### src/rtl/exc_pkg.sv
package exc_pkg;

    localparam int DW   = 16;
    localparam int PC_W = 2 * DW;

    localparam logic [DW-1:0] SR_RESET = 16'h2700;

    typedef enum logic [2:0] {
        ST_IDLE,
        ST_PUSH,
        ST_FETCH,
        ST_POP,
        ST_LOAD
    } seq_state_t;

    typedef struct packed {
        logic       t;
        logic       rsv14;
        logic       s;
        logic [1:0] rsv12;
        logic [2:0] mask;
        logic [2:0] rsv7;
        logic [4:0] ccr;
    } stat_t;

    function automatic stat_t stat_clean(input logic [DW-1:0] w);
        stat_t r;
        r       = stat_t'(w);
        r.rsv14 = 1'b0;
        r.rsv12 = 2'b00;
        r.rsv7  = 3'b000;
        return r;
    endfunction

endpackage

### src/rtl/exc_arb.sv
module exc_arb #(
    parameter int VEC_W     = 8,
    parameter int VEC_PRIV  = 8,
    parameter int VEC_TRACE = 9
) (
    input  logic             idle,
    input  logic             s_bit,
    input  logic             t_bit,
    input  logic             exc_req,
    input  logic [VEC_W-1:0] exc_vec,
    input  logic             priv_attempt,
    input  logic             rte_req,
    input  logic             instr_done,
    output logic             start_entry,
    output logic             start_rte,
    output logic [VEC_W-1:0] vec
);
    logic priv_hit, rte_ok, trace_hit, ext_hit;

    always_comb begin
        priv_hit  = idle && !s_bit && (priv_attempt || rte_req);
        rte_ok    = idle && s_bit && rte_req;
        trace_hit = idle && instr_done && t_bit;
        ext_hit   = idle && exc_req;

        start_entry = 1'b0;
        start_rte   = 1'b0;
        vec         = '0;
        if (priv_hit) begin
            start_entry = 1'b1;
            vec         = VEC_W'(VEC_PRIV);
        end else if (rte_ok) begin
            start_rte = 1'b1;
        end else if (trace_hit) begin
            start_entry = 1'b1;
            vec         = VEC_W'(VEC_TRACE);
        end else if (ext_hit) begin
            start_entry = 1'b1;
            vec         = exc_vec;
        end
    end
endmodule

### src/rtl/exc_sp_bank.sv
module exc_sp_bank #(
    parameter int          AW       = 32,
    parameter logic [AW-1:0] SSP_INIT = 32'h0000_1000,
    parameter logic [AW-1:0] USP_INIT = '0
) (
    input  logic          clk,
    input  logic          rst,
    input  logic          s_bit,
    input  logic          usp_acc,
    input  logic          a7_we,
    input  logic [AW-1:0] a7_wdata,
    input  logic          seq_we,
    input  logic [AW-1:0] seq_wdata,
    output logic [AW-1:0] a7_rdata,
    output logic [AW-1:0] ssp_q
);
    logic [AW-1:0] usp_q;
    logic          pick_ssp;

    assign pick_ssp = s_bit && !usp_acc;
    assign a7_rdata = pick_ssp ? ssp_q : usp_q;

    always_ff @(posedge clk) begin
        if (rst) begin
            ssp_q <= SSP_INIT;
            usp_q <= USP_INIT;
        end else if (seq_we) begin
            ssp_q <= seq_wdata;
        end else if (a7_we) begin
            if (pick_ssp) ssp_q <= a7_wdata;
            else          usp_q <= a7_wdata;
        end
    end


    ssp_guard_chk: assert property (@(posedge clk) disable iff (rst)
        (!s_bit && !seq_we) |=> $stable(ssp_q));
endmodule

### src/rtl/exc_seq.sv
module exc_seq
    import exc_pkg::*;
#(
    parameter int            AW        = 32,
    parameter int            VEC_W     = 8,
    parameter int            VEC_PRIV  = 8,
    parameter int            VEC_TRACE = 9,
    parameter logic [AW-1:0] SSP_INIT  = 32'h0000_1000,
    parameter logic [AW-1:0] USP_INIT  = '0
) (
    input  logic             clk,
    input  logic             rst,
    input  logic             exc_req,
    input  logic [VEC_W-1:0] exc_vec,
    input  logic             priv_attempt,
    input  logic             rte_req,
    input  logic             instr_done,
    input  logic [PC_W-1:0]  ret_pc,
    input  logic             sr_wr,
    input  logic [DW-1:0]    sr_wdata,
    output logic [DW-1:0]    sr_out,
    input  logic             a7_we,
    input  logic [AW-1:0]    a7_wdata,
    input  logic             usp_acc,
    output logic [AW-1:0]    a7_rdata,
    output logic             mem_req,
    output logic             mem_we,
    output logic [AW-1:0]    mem_addr,
    output logic [DW-1:0]    mem_wdata,
    input  logic [DW-1:0]    mem_rdata,
    input  logic             mem_ack,
    output logic             pc_load,
    output logic [PC_W-1:0]  pc_value,
    output logic             busy
);
    localparam logic [1:0] LAST_STEP = 2'd2;

    seq_state_t     state;
    logic [1:0]     step;
    stat_t          sr_q, wsr;
    logic [PC_W-1:0] wpc;
    logic [AW-1:0]  base, ssp_q;
    logic [VEC_W-1:0] wvec, arb_vec;
    logic           idle, start_entry, start_rte, seq_we, last_ack;
    logic [AW-1:0]  seq_wdata;

    assign idle     = (state == ST_IDLE);
    assign busy     = !idle;
    assign sr_out   = sr_q;
    assign pc_load  = (state == ST_LOAD);
    assign pc_value = wpc;
    assign last_ack = mem_ack && (step == LAST_STEP);

    exc_arb #(.VEC_W(VEC_W), .VEC_PRIV(VEC_PRIV), .VEC_TRACE(VEC_TRACE)) u_arb (
        .idle(idle), .s_bit(sr_q.s), .t_bit(sr_q.t),
        .exc_req(exc_req), .exc_vec(exc_vec), .priv_attempt(priv_attempt),
        .rte_req(rte_req), .instr_done(instr_done),
        .start_entry(start_entry), .start_rte(start_rte), .vec(arb_vec)
    );

    always_comb begin
        seq_we    = 1'b0;
        seq_wdata = base;
        if (state == ST_PUSH && last_ack) begin
            seq_we    = 1'b1;
            seq_wdata = base - AW'(6);
        end else if (state == ST_POP && last_ack) begin
            seq_we    = 1'b1;
            seq_wdata = base + AW'(6);
        end
    end

    exc_sp_bank #(.AW(AW), .SSP_INIT(SSP_INIT), .USP_INIT(USP_INIT)) u_sp (
        .clk(clk), .rst(rst), .s_bit(sr_q.s), .usp_acc(usp_acc),
        .a7_we(a7_we), .a7_wdata(a7_wdata), .seq_we(seq_we), .seq_wdata(seq_wdata),
        .a7_rdata(a7_rdata), .ssp_q(ssp_q)
    );

    // memory request decode
    always_comb begin
        mem_req   = 1'b0;
        mem_we    = 1'b0;
        mem_addr  = '0;
        mem_wdata = '0;
        case (state)
            ST_PUSH: begin
                mem_req  = 1'b1;
                mem_we   = 1'b1;
                mem_addr = base - AW'({step, 1'b0}) - AW'(2);
                case (step)
                    2'd0:    mem_wdata = wpc[DW-1:0];
                    2'd1:    mem_wdata = wpc[PC_W-1:DW];
                    default: mem_wdata = wsr;
                endcase
            end
            ST_FETCH: begin
                mem_req  = 1'b1;
                mem_addr = (AW'(wvec) << 2) + AW'({step[0], 1'b0});
            end
            ST_POP: begin
                mem_req  = 1'b1;
                mem_addr = base + AW'({step, 1'b0});
            end
            default: ;
        endcase
    end

    always_ff @(posedge clk) begin
        if (rst) begin
            state <= ST_IDLE;
            step  <= '0;
            sr_q  <= stat_t'(SR_RESET);
            wsr   <= '0;
            wpc   <= '0;
            base  <= '0;
            wvec  <= '0;
        end else begin
            case (state)
                ST_IDLE: begin
                    step <= '0;
                    if (start_entry) begin
                        state  <= ST_PUSH;
                        wpc    <= ret_pc;
                        wsr    <= sr_q;
                        wvec   <= arb_vec;
                        base   <= ssp_q;
                        sr_q.s <= 1'b1;
                        sr_q.t <= 1'b0;
                    end else if (start_rte) begin
                        state <= ST_POP;
                        base  <= ssp_q;
                    end else if (sr_wr) begin
                        sr_q <= stat_clean(sr_wdata);
                    end
                end
                ST_PUSH: if (mem_ack) begin
                    if (step == LAST_STEP) begin
                        state <= ST_FETCH;
                        step  <= '0;
                    end else begin
                        step <= step + 2'd1;
                    end
                end
                ST_FETCH: if (mem_ack) begin
                    if (step == 2'd0) begin
                        wpc[PC_W-1:DW] <= mem_rdata;
                        step <= 2'd1;
                    end else begin
                        wpc[DW-1:0] <= mem_rdata;
                        state <= ST_LOAD;
                    end
                end
                ST_POP: if (mem_ack) begin
                    case (step)
                        2'd0:    wsr <= stat_clean(mem_rdata);
                        2'd1:    wpc[PC_W-1:DW] <= mem_rdata;
                        default: begin
                            wpc[DW-1:0] <= mem_rdata;
                            sr_q  <= wsr;
                            state <= ST_LOAD;
                        end
                    endcase
                    step <= step + 2'd1;
                end
                default: state <= ST_IDLE;
            endcase
        end
    end


    req_hold_chk: assert property (@(posedge clk) disable iff (rst)
        (mem_req && !mem_ack) |=> (mem_req && $stable(mem_addr) && $stable(mem_we) && $stable(mem_wdata)));


    entry_super_chk: assert property (@(posedge clk) disable iff (rst)
        (idle && start_entry) |=> (sr_out[13] && !sr_out[15]));


    load_pulse_chk: assert property (@(posedge clk) disable iff (rst)
        pc_load |=> (!pc_load && !busy));


    busy_sr_chk: assert property (@(posedge clk) disable iff (rst)
        (busy && !(state == ST_POP && mem_ack)) |=> $stable(sr_out));
endmodule

### config.mk
export PLATFORM = sky130hd
export DESIGN_NAME = exc_seq
export DESIGN_NICKNAME = d
export VERILOG_FILES = /design/src/rtl/exc_pkg.sv /design/src/rtl/exc_arb.sv /design/src/rtl/exc_sp_bank.sv /design/src/rtl/exc_seq.sv
export SDC_FILE = /design/constraint.sdc
export NUM_CORES = 1
export LEC_CHECK = 0
export BUFFER_PORTS_ARGS = -buffer_cell sky130_fd_sc_hd__buf_2
export CORE_AREA = 5 5 194 121
export DETAILED_ROUTE_END_ITERATION = 8
export DIE_AREA = 0 0 199 126
export GPL_TIMING_DRIVEN = 0
export PLACE_DENSITY = 0.71
export SLEW_MARGIN = 40
export SYNTH_ARGS = -nofsm -noshare
export SYNTH_HDL_FRONTEND = slang
export SYNTH_SLANG_ARGS = --single-unit
### constraint.sdc
create_clock -name clk -period 4 [get_ports clk]
set_clock_uncertainty 0.15 [all_clocks]
set_input_delay 0.2 -clock clk [delete_from_list [all_inputs] [get_ports clk]]
set_output_delay 0.2 -clock clk [all_outputs]
set_load 0.01 [all_outputs]
==> results of run 1 <==
## stage by stage
stage,hold slack [ns],std cells
after detailed placement,0.294,1942
after floorplan,0.186,1417
after CTS,0.0284,2065
final,0.0414,2067
after global placement,0.289,1942
after global routing,0.0515,2065
## worst max-delay path, stage by stage, from the launching register on
cell	delay (ns)
dfxtp_2	0.46
inv_1	0.18
ha_1	0.38
inv_1	0.07
fa_1	0.41
a211oi_2	0.31
nand2_1	0.29
nor2_2	0.32
a21oi_1	0.11
nor3b_1	0.21
nor2_1	0.06
buf_2	0.15
## power by group through the flow
| stage | Clock (uW) | Combinational, uW | Sequential (uW) |
|---|---|---|---|
| after floorplan | 0 | 2930 | 2340 |
| after global placement | 0 | 4430 | 2350 |
| after detailed placement | 0 | 4490 | 2360 |
| after CTS | 1560 | 4590 | 2330 |
| after global routing | 1630 | 5110 | 2380 |
| final | 1580 | 4800 | 2350 |
## per-layer routing
metal  track usage  share of wire
met5             0              0
met1         0.576           0.45
met3         0.112           0.15
met4        0.0703          0.015
met2         0.470           0.38
## logic make-up (layout without fill, tap and decap cells)
family / Yosys count / in the layout / share of synthesized area
and+or+nand+nor: 608 / 608 / 0.267
AOI/OAI and AO/OA: 373 / 373 / 0.226
DFF: 173 / 173 / 0.329
buffers and inverters: 140 / 502 / 0.0571
muxes: 69 / 69 / 0.0694
xor gates and xnor gates: 39 / 39 / 0.0324
adders and majority gates: 15 / 15 / 0.0192
other: 0 / 2 / 0
## worst max path at each step
stage               startpoint           end  slack, ns  cells after the start
CTS                    base[1]  mem_addr[31]       0.02                     10
global placement       base[1]  mem_addr[25]       0.46                     11
global route           base[1]  mem_addr[19]        0.1                     11
detailed placement     base[1]  mem_addr[19]       0.44                     11
floorplan              base[2]  mem_addr[31]       1.06                      9
finish                 base[1]  mem_addr[19]       0.26                     11
## Yosys cell counts, drive strengths merged, types with 13 or more instances
master  count  area share
and2       24       0.014
nor4       17       0.015
xnor2      21       0.017
inv        21      0.0075
a211oi     39       0.029
dfxtp     173        0.33
clkbuf     70       0.025
ha         13       0.015
nand2     246       0.088
a22oi      37       0.026
xor2       18       0.015
o21ai      36       0.017
buf        48       0.024
a311oi     24       0.021
nand3      47       0.023
nor3       41       0.022
a31oi      14      0.0083
mux2       33       0.035
mux2i      36       0.034
nor2      172       0.062
a21oi     163       0.077
## registers in the layout, summed over array words and instances, names as in the netlist
name / cells
base: 32
pc_value: 32
u_sp.ssp_q: 32
u_sp.usp_q: 32
sr_out: 16
wsr: 16
wvec: 8
state: 3
step: 2
## area by class of cell
| type | count | area [sq um] |
|---|---|---|
| fillers | 1961 | 7970 |
| clock buffers | 18 | 429 |
| repair buffers | 331 | 2120 |
| plain buffers | 118 | 519 |
| diodes | 2 | 5.00 |
| flip-flops and latches | 173 | 3470 |
| inverters | 22 | 82.6 |
| clock inverters | 13 | 92.6 |
| multi-input cells | 1104 | 6500 |
| well taps | 286 | 358 |
## timing repair
action                                 CTS  global route
endpoints found under the hold margin  109             0
gates resized for setup                  2             5
cloned                                   0             0
buffers inserted                         0             0
setup endpoints to repair                5            12
hold buffers                            92             0
==> summary.txt, run 1 <==
Outcome
  – Status: finished, final reports clean

Clock tree
  – Clock root cell: clkbuf_16
  – CTS Buf Count: 17
  – Num Clock Sinks: 173
  – CTS max path bufs: 2
  – Latest clock arrival within the worst-skew pair: around 0.44 ns
  – Clock slew at reported path FFs: approximately 0.07 ns
  – CTS tree: built
  – CTS H-tree lvls: 4

Hold path
  – Hold Crit Class: input pin to register
  – HP Start: sr_wdata[10]
  – WHS Path Cells: 4
  – WHS Endpoint: sr_out[10]

Critical path
  – CP max FO: 9
  – CP endpoint kind: output port
  – Critical Path Source Type: register
  – Reg2Reg Launch Point: base[1]
  – R2R setup slack: roughly 0.48 ns
  – Worst-case reg-to-reg path depth: 8
  – Worst r2r dst: u_sp.ssp_q[29]
  – Crit path arrival time: between 3 and 4 ns
  – WS Path Type: register to output port
  – WP data required: 3.65 ns

Finish
  – Layout cell share with drive strength beyond 1: 0.211
  – Commonest non-fill, non-tap cell in the layout: buf_2
  – Final Instance Area: about 14000 sq um
  – Most frequent cells in the layout: buf_2, nand2_1, dfxtp_1
  – Fin util: 0.630
  – Layout Nets: ~1900
  – Area delta synth->final: 28.8%

Placed design
  – Placement Setup Slack: roughly 0.44 ns
  – Port bufs: roughly 240
  – Detailed-placement wirelength estimate: around 36 mm
  – Placed instance area: 12100 sq um
  – Routability congestion estimate: roughly 1.0

Power
  – PwrDens: ~640 nW/um^2
  – Internal: 4510 uW
  – Seq pwr share: 0.269
  – Switching power total: 4210 uW
  – Power Total: 8720 uW
  – Comb power frac: 0.550
  – Maximum vdd drop: 0.000466 V
  – Sw Share: 0.483
  – Clk pwr share: 0.181
  – Pleak: about 0.0058 uW

Floorplanning
  – Starting Density: 0.489
  – Chip Width: about 200 microns
  – Die Ht: 126 microns
  – Core Footprint: 21500 sq um
  – # rows: between 40 and 50
  – Die area: about 25000 sq um
  – # IOs: about 250

Timing
  – Final slew viol count: 0
  – Final Setup Violations: 0
  – Setup TNS: 0 ns
  – Final Hold Viols: 0
  – Worst-Margin Slew: roughly 0.86 ns
  – Fin crit period: ~3.7 ns
  – Fmax: between 200 and 300 MHz
  – Slew margin rel.: 0.419
  – Tcrit/Tclk final: 0.936
  – RSZ-0062 raised after global routing: no
  – Setup slack after layout: around 0.26 ns

GRT
  – Antenna violations before repair: 1
  – Remaining Overflow, GRT: 0
  – Vias in the first global route: ~12000
  – Global-route wire length before repair: around 70 mm
  – Total track usage: 0.362
  – Largest net degree at the start of global routing: 17

Yosys
  – Post-synth EDFFs: 0
  – Post-synth ARST share: 0
  – Number of synthesized register bits: 173
  – Post-Syn Area: between 10000 and 15000 sq um
  – Synth Instances: ~1400
  – Mapped Nets: around 1500
  – Top_reg_cell synth: dfxtp_1
  – Register area share after synthesis: 0.329
  – Mean area per synthesized cell: roughly 7.4 sq um
  – Yosys warnings: 0
  – Synth cell types: 77

Route
  – Remaining DRCs: 0
  – First-pass iteration count of the detailed router: 6
  – Detailed Route Iter0 Violations: around 2000
  – Via density: 6.25
  – Final wirelength: approximately 47 mm
  – Post-route ant nets: 0
  – Via count: 12921
  – WL/cell: 22.8 microns

Flow run
  – Max_cap viols: 0
(Power assumes the default switching activity.)
==> inputs of run 2 (changes only) <==
- ABC_AREA: not set -> 1
- CORE_AREA: 5 5 194 121 -> 5 5 211 131
- DIE_AREA: 0 0 199 126 -> 0 0 216 136
- PLACE_DENSITY: 0.71 -> 0.64
==> summary.txt, run 2 <==
Route
  – Final wirelength: about 50 mm
  – First-pass iteration count of the detailed router: 6
  – WL/cell: between 15 and 20 microns
  – Met3 wire length: ~6.6 mm
  – Via density: 5.57
  – M1 wire length: around 24 mm
  – Via count: roughly 14000
  – Post-route ant nets: 0
  – Met2 wire length: 18.7 mm
  – Remaining DRCs: 0
  – Highest Signal Layer: met4
  – Detailed Route Iter0 Violations: 1944

Critical path
  – CP max FO: 7
  – Crit path cell chain: inv_1 > ha_1 > inv_1 > fa_1 > nand2_1 > nand2_1 > nor2_2 > inv_1 > nor2_2 > nand3_1 > nor2_1 > nand2_1 > nand2_1 > nand2_1 > o22ai_1 > buf_2
  – Critical Path Most Common Cell: nand2_1
  – Crit path arrival time: about 3.4 ns
  – WS Path Type: register to output port
  – CP endpoint kind: output port
  – Critical Path Source Type: register
  – WP data required: 3.65 ns
  – Crit-path max cell delay: about 0.43 ns
  – CP max-delay cell: fa_1

Timing
  – Final Hold Viols: 0
  – Fin crit period: roughly 3.7 ns
  – Final Setup Violations: 0
  – Fmax: 267 MHz
  – RSZ-0062 raised after global routing: no
  – Final slew viol count: 0
  – Setup TNS: 0 ns
  – Slew margin rel.: 0.374
  – Tcrit/Tclk final: 0.937
  – Worst-Margin Slew: roughly 0.94 ns

Power
  – Comb power frac: 0.565
  – Clk pwr share: 0.184
  – Internal: 4660 uW
  – Switching power total: between 4000 and 5000 uW
  – PwrDens: about 660 nW/um^2
  – Sw Share: 0.507
  – Pleak: approximately 0.0066 uW
  – Maximum vdd drop: 0.000393 V
  – Seq pwr share: 0.251

Finish
  – Fin util: 0.554
  – Layout Nets: about 2300
  – Inserted Diodes: 0
  – Area delta synth->final: 28.5%
  – Layout cell share with drive strength beyond 1: 0.166
  – Commonest non-fill, non-tap cell in the layout: nand2_1
  – Most frequent cells in the layout: nand2_1, buf_2, o21ai_0

Yosys
  – Mux cell area share after synthesis: 0
  – Synth Instances: 1853
  – Post-synth EDFFs: 0
  – Post-synth ARST share: 0
  – Simple-gate share of the synthesized area: 0.338
  – Count leader, synth: nand2_1
  – Top_reg_cell synth: dfxtp_1
  – Post-Syn Area: around 11000 sq um
  – Synth top cells by count: nand2_1, o21ai_0, a21oi_1, nor2_1, dfxtp_1
  – Top-area cell type share of the netlist area: 0.312
  – Synth Area in Compound Gates: 0.214
  – Register area share after synthesis: 0.312
  – Synth Area in Adders: 0.0183
  – Xor and xnor area share after synthesis: 0.00948
  – Number of synthesized register bits: 173
  – Synth cell types: 51
  – Cell taking the most area after synthesis: dfxtp_1
  – Mapped Nets: around 2000
  – Mean area per synthesized cell: roughly 6 sq um
  – Main combinational cell family by area after synthesis: simple AND/OR/NAND/NOR gates
  – Largest cells by area after synthesis: dfxtp_1, nand2_1, o21ai_0
  – Yosys warnings: 0

Floorplanning
  – Core Footprint: 25700 sq um
  – Starting Density: 0.431
  – Die area: slightly below 30000 sq um
  – # rows: 46
  – # IOs: approximately 250
  – Chip Width: 216 microns
  – Die Ht: roughly 140 microns

Clock tree
  – Latest clock arrival within the worst-skew pair: between 0.4 and 0.5 ns
  – Post-CTS setup buffers: 0
  – CTS max path bufs: 2
  – Num Clock Sinks: approximately 170
  – CTS H-tree lvls: 4
  – CTS Buf Count: 17
  – CTS tree: built
  – Clock slew at reported path FFs: approximately 0.070 ns
  – Clock root cell: clkbuf_16

GRT
  – Antenna violations before repair: 1
  – Remaining Overflow, GRT: 0
  – Global-route wire length before repair: 74.7 mm
  – Vias in the first global route: between 10000 and 15000
  – Total track usage: 0.331
  – Largest net degree at the start of global routing: 18

Hold path
  – Hold Crit Class: input pin to register

Outcome
  – Status: finished, final reports clean

Placed design
  – Detailed-placement wirelength estimate: 40.3 mm
  – Port bufs: roughly 240
  – Routability congestion estimate: 1.10

Flow run
  – Max_cap viols: 0
run 2: per-layer routing:
layer | track usage | up-vias
met4 | 0.0844 | 0
met5 | 0 | -
met1 | 0.525 | 6543
met3 | 0.0859 | 83
met2 | 0.431 | 874
li1 | - | 6725
run 2: what timing repair did:
| item | 4_1_cts | 5_1_grt |
|---|---|---|
| endpoints found under the hold margin | 104 | 0 |
| gates resized for setup | 1 | 5 |
| hold buffers | 93 | 0 |
| gates cloned | 0 | 0 |
| setup endpoints to repair | 1 | 6 |
run 2: cells by family after synthesis:
group / Yosys count
AO/OA/AOI/OAI: 449
XOR/XNOR: 12
adder cells (fa/ha/maj): 15
buffers and inverters: 292
flip-flops: 173
AND/OR/NAND/NOR: 912
run 2: area by class of cell:
cell class / count / area, sq um
inverter: 179 / 678
timing repair buffer: 331 / 2120
sequential: 173 / 3470
buffer: 113 / 512
tap: 336 / 420
clock buffer: 18 / 429
fill: 2585 / 11500
clock inverter: 14 / 179
multi-input combinational: 1388 / 6440
run 2: power groups by stage:
| stage | Combinational, uW | Clock (uW) | Sequential (uW) |
|---|---|---|---|
| after global placement | 4950 | 0 | 2380 |
| after global routing | 5790 | 1820 | 2410 |
| after detailed placement | 5010 | 0 | 2390 |
| after floorplan | 3190 | 0 | 2380 |
| after CTS | 5150 | 1750 | 2360 |
| final | 5340 | 1740 | 2380 |
run 2: through the flow:
stage	cell area (sq um)	total power (uW)	setup slack (ns)	cells	hold WS (ns)
final	14300	9460	0.250	2552	0.0109
after global routing	14300	10000	0.0746	2552	0.0329
after CTS	14200	9250	0.00538	2552	0.000151
after detailed placement	12700	7400	0.439	2427	0.289
after global placement	12700	7330	0.458	2427	0.284
after floorplan	11100	5570	1.15	1853	0.197
run 2: worst paths after layout:
kind,to,startpoint,slack (ns),cells after the start
setup / recovery,mem_addr[21],base[2],0.25,16
hold / removal,sr_out[4],sr_wdata[4],0.01,5
setup reg to reg,u_sp.usp_q[18],step[0],1.09,11
hold reg to reg,u_sp.usp_q[22],u_sp.usp_q[22],0.30,2
run 2: critical path, delay by kind of cell, from the launching register on:
family | cells | cell delay, ns
compound gates | 1 | 0.16
simple gates | 9 | 1.12
flops | 1 | 0.42
buf+inv | 4 | 0.51
fa+ha+maj | 2 | 0.74
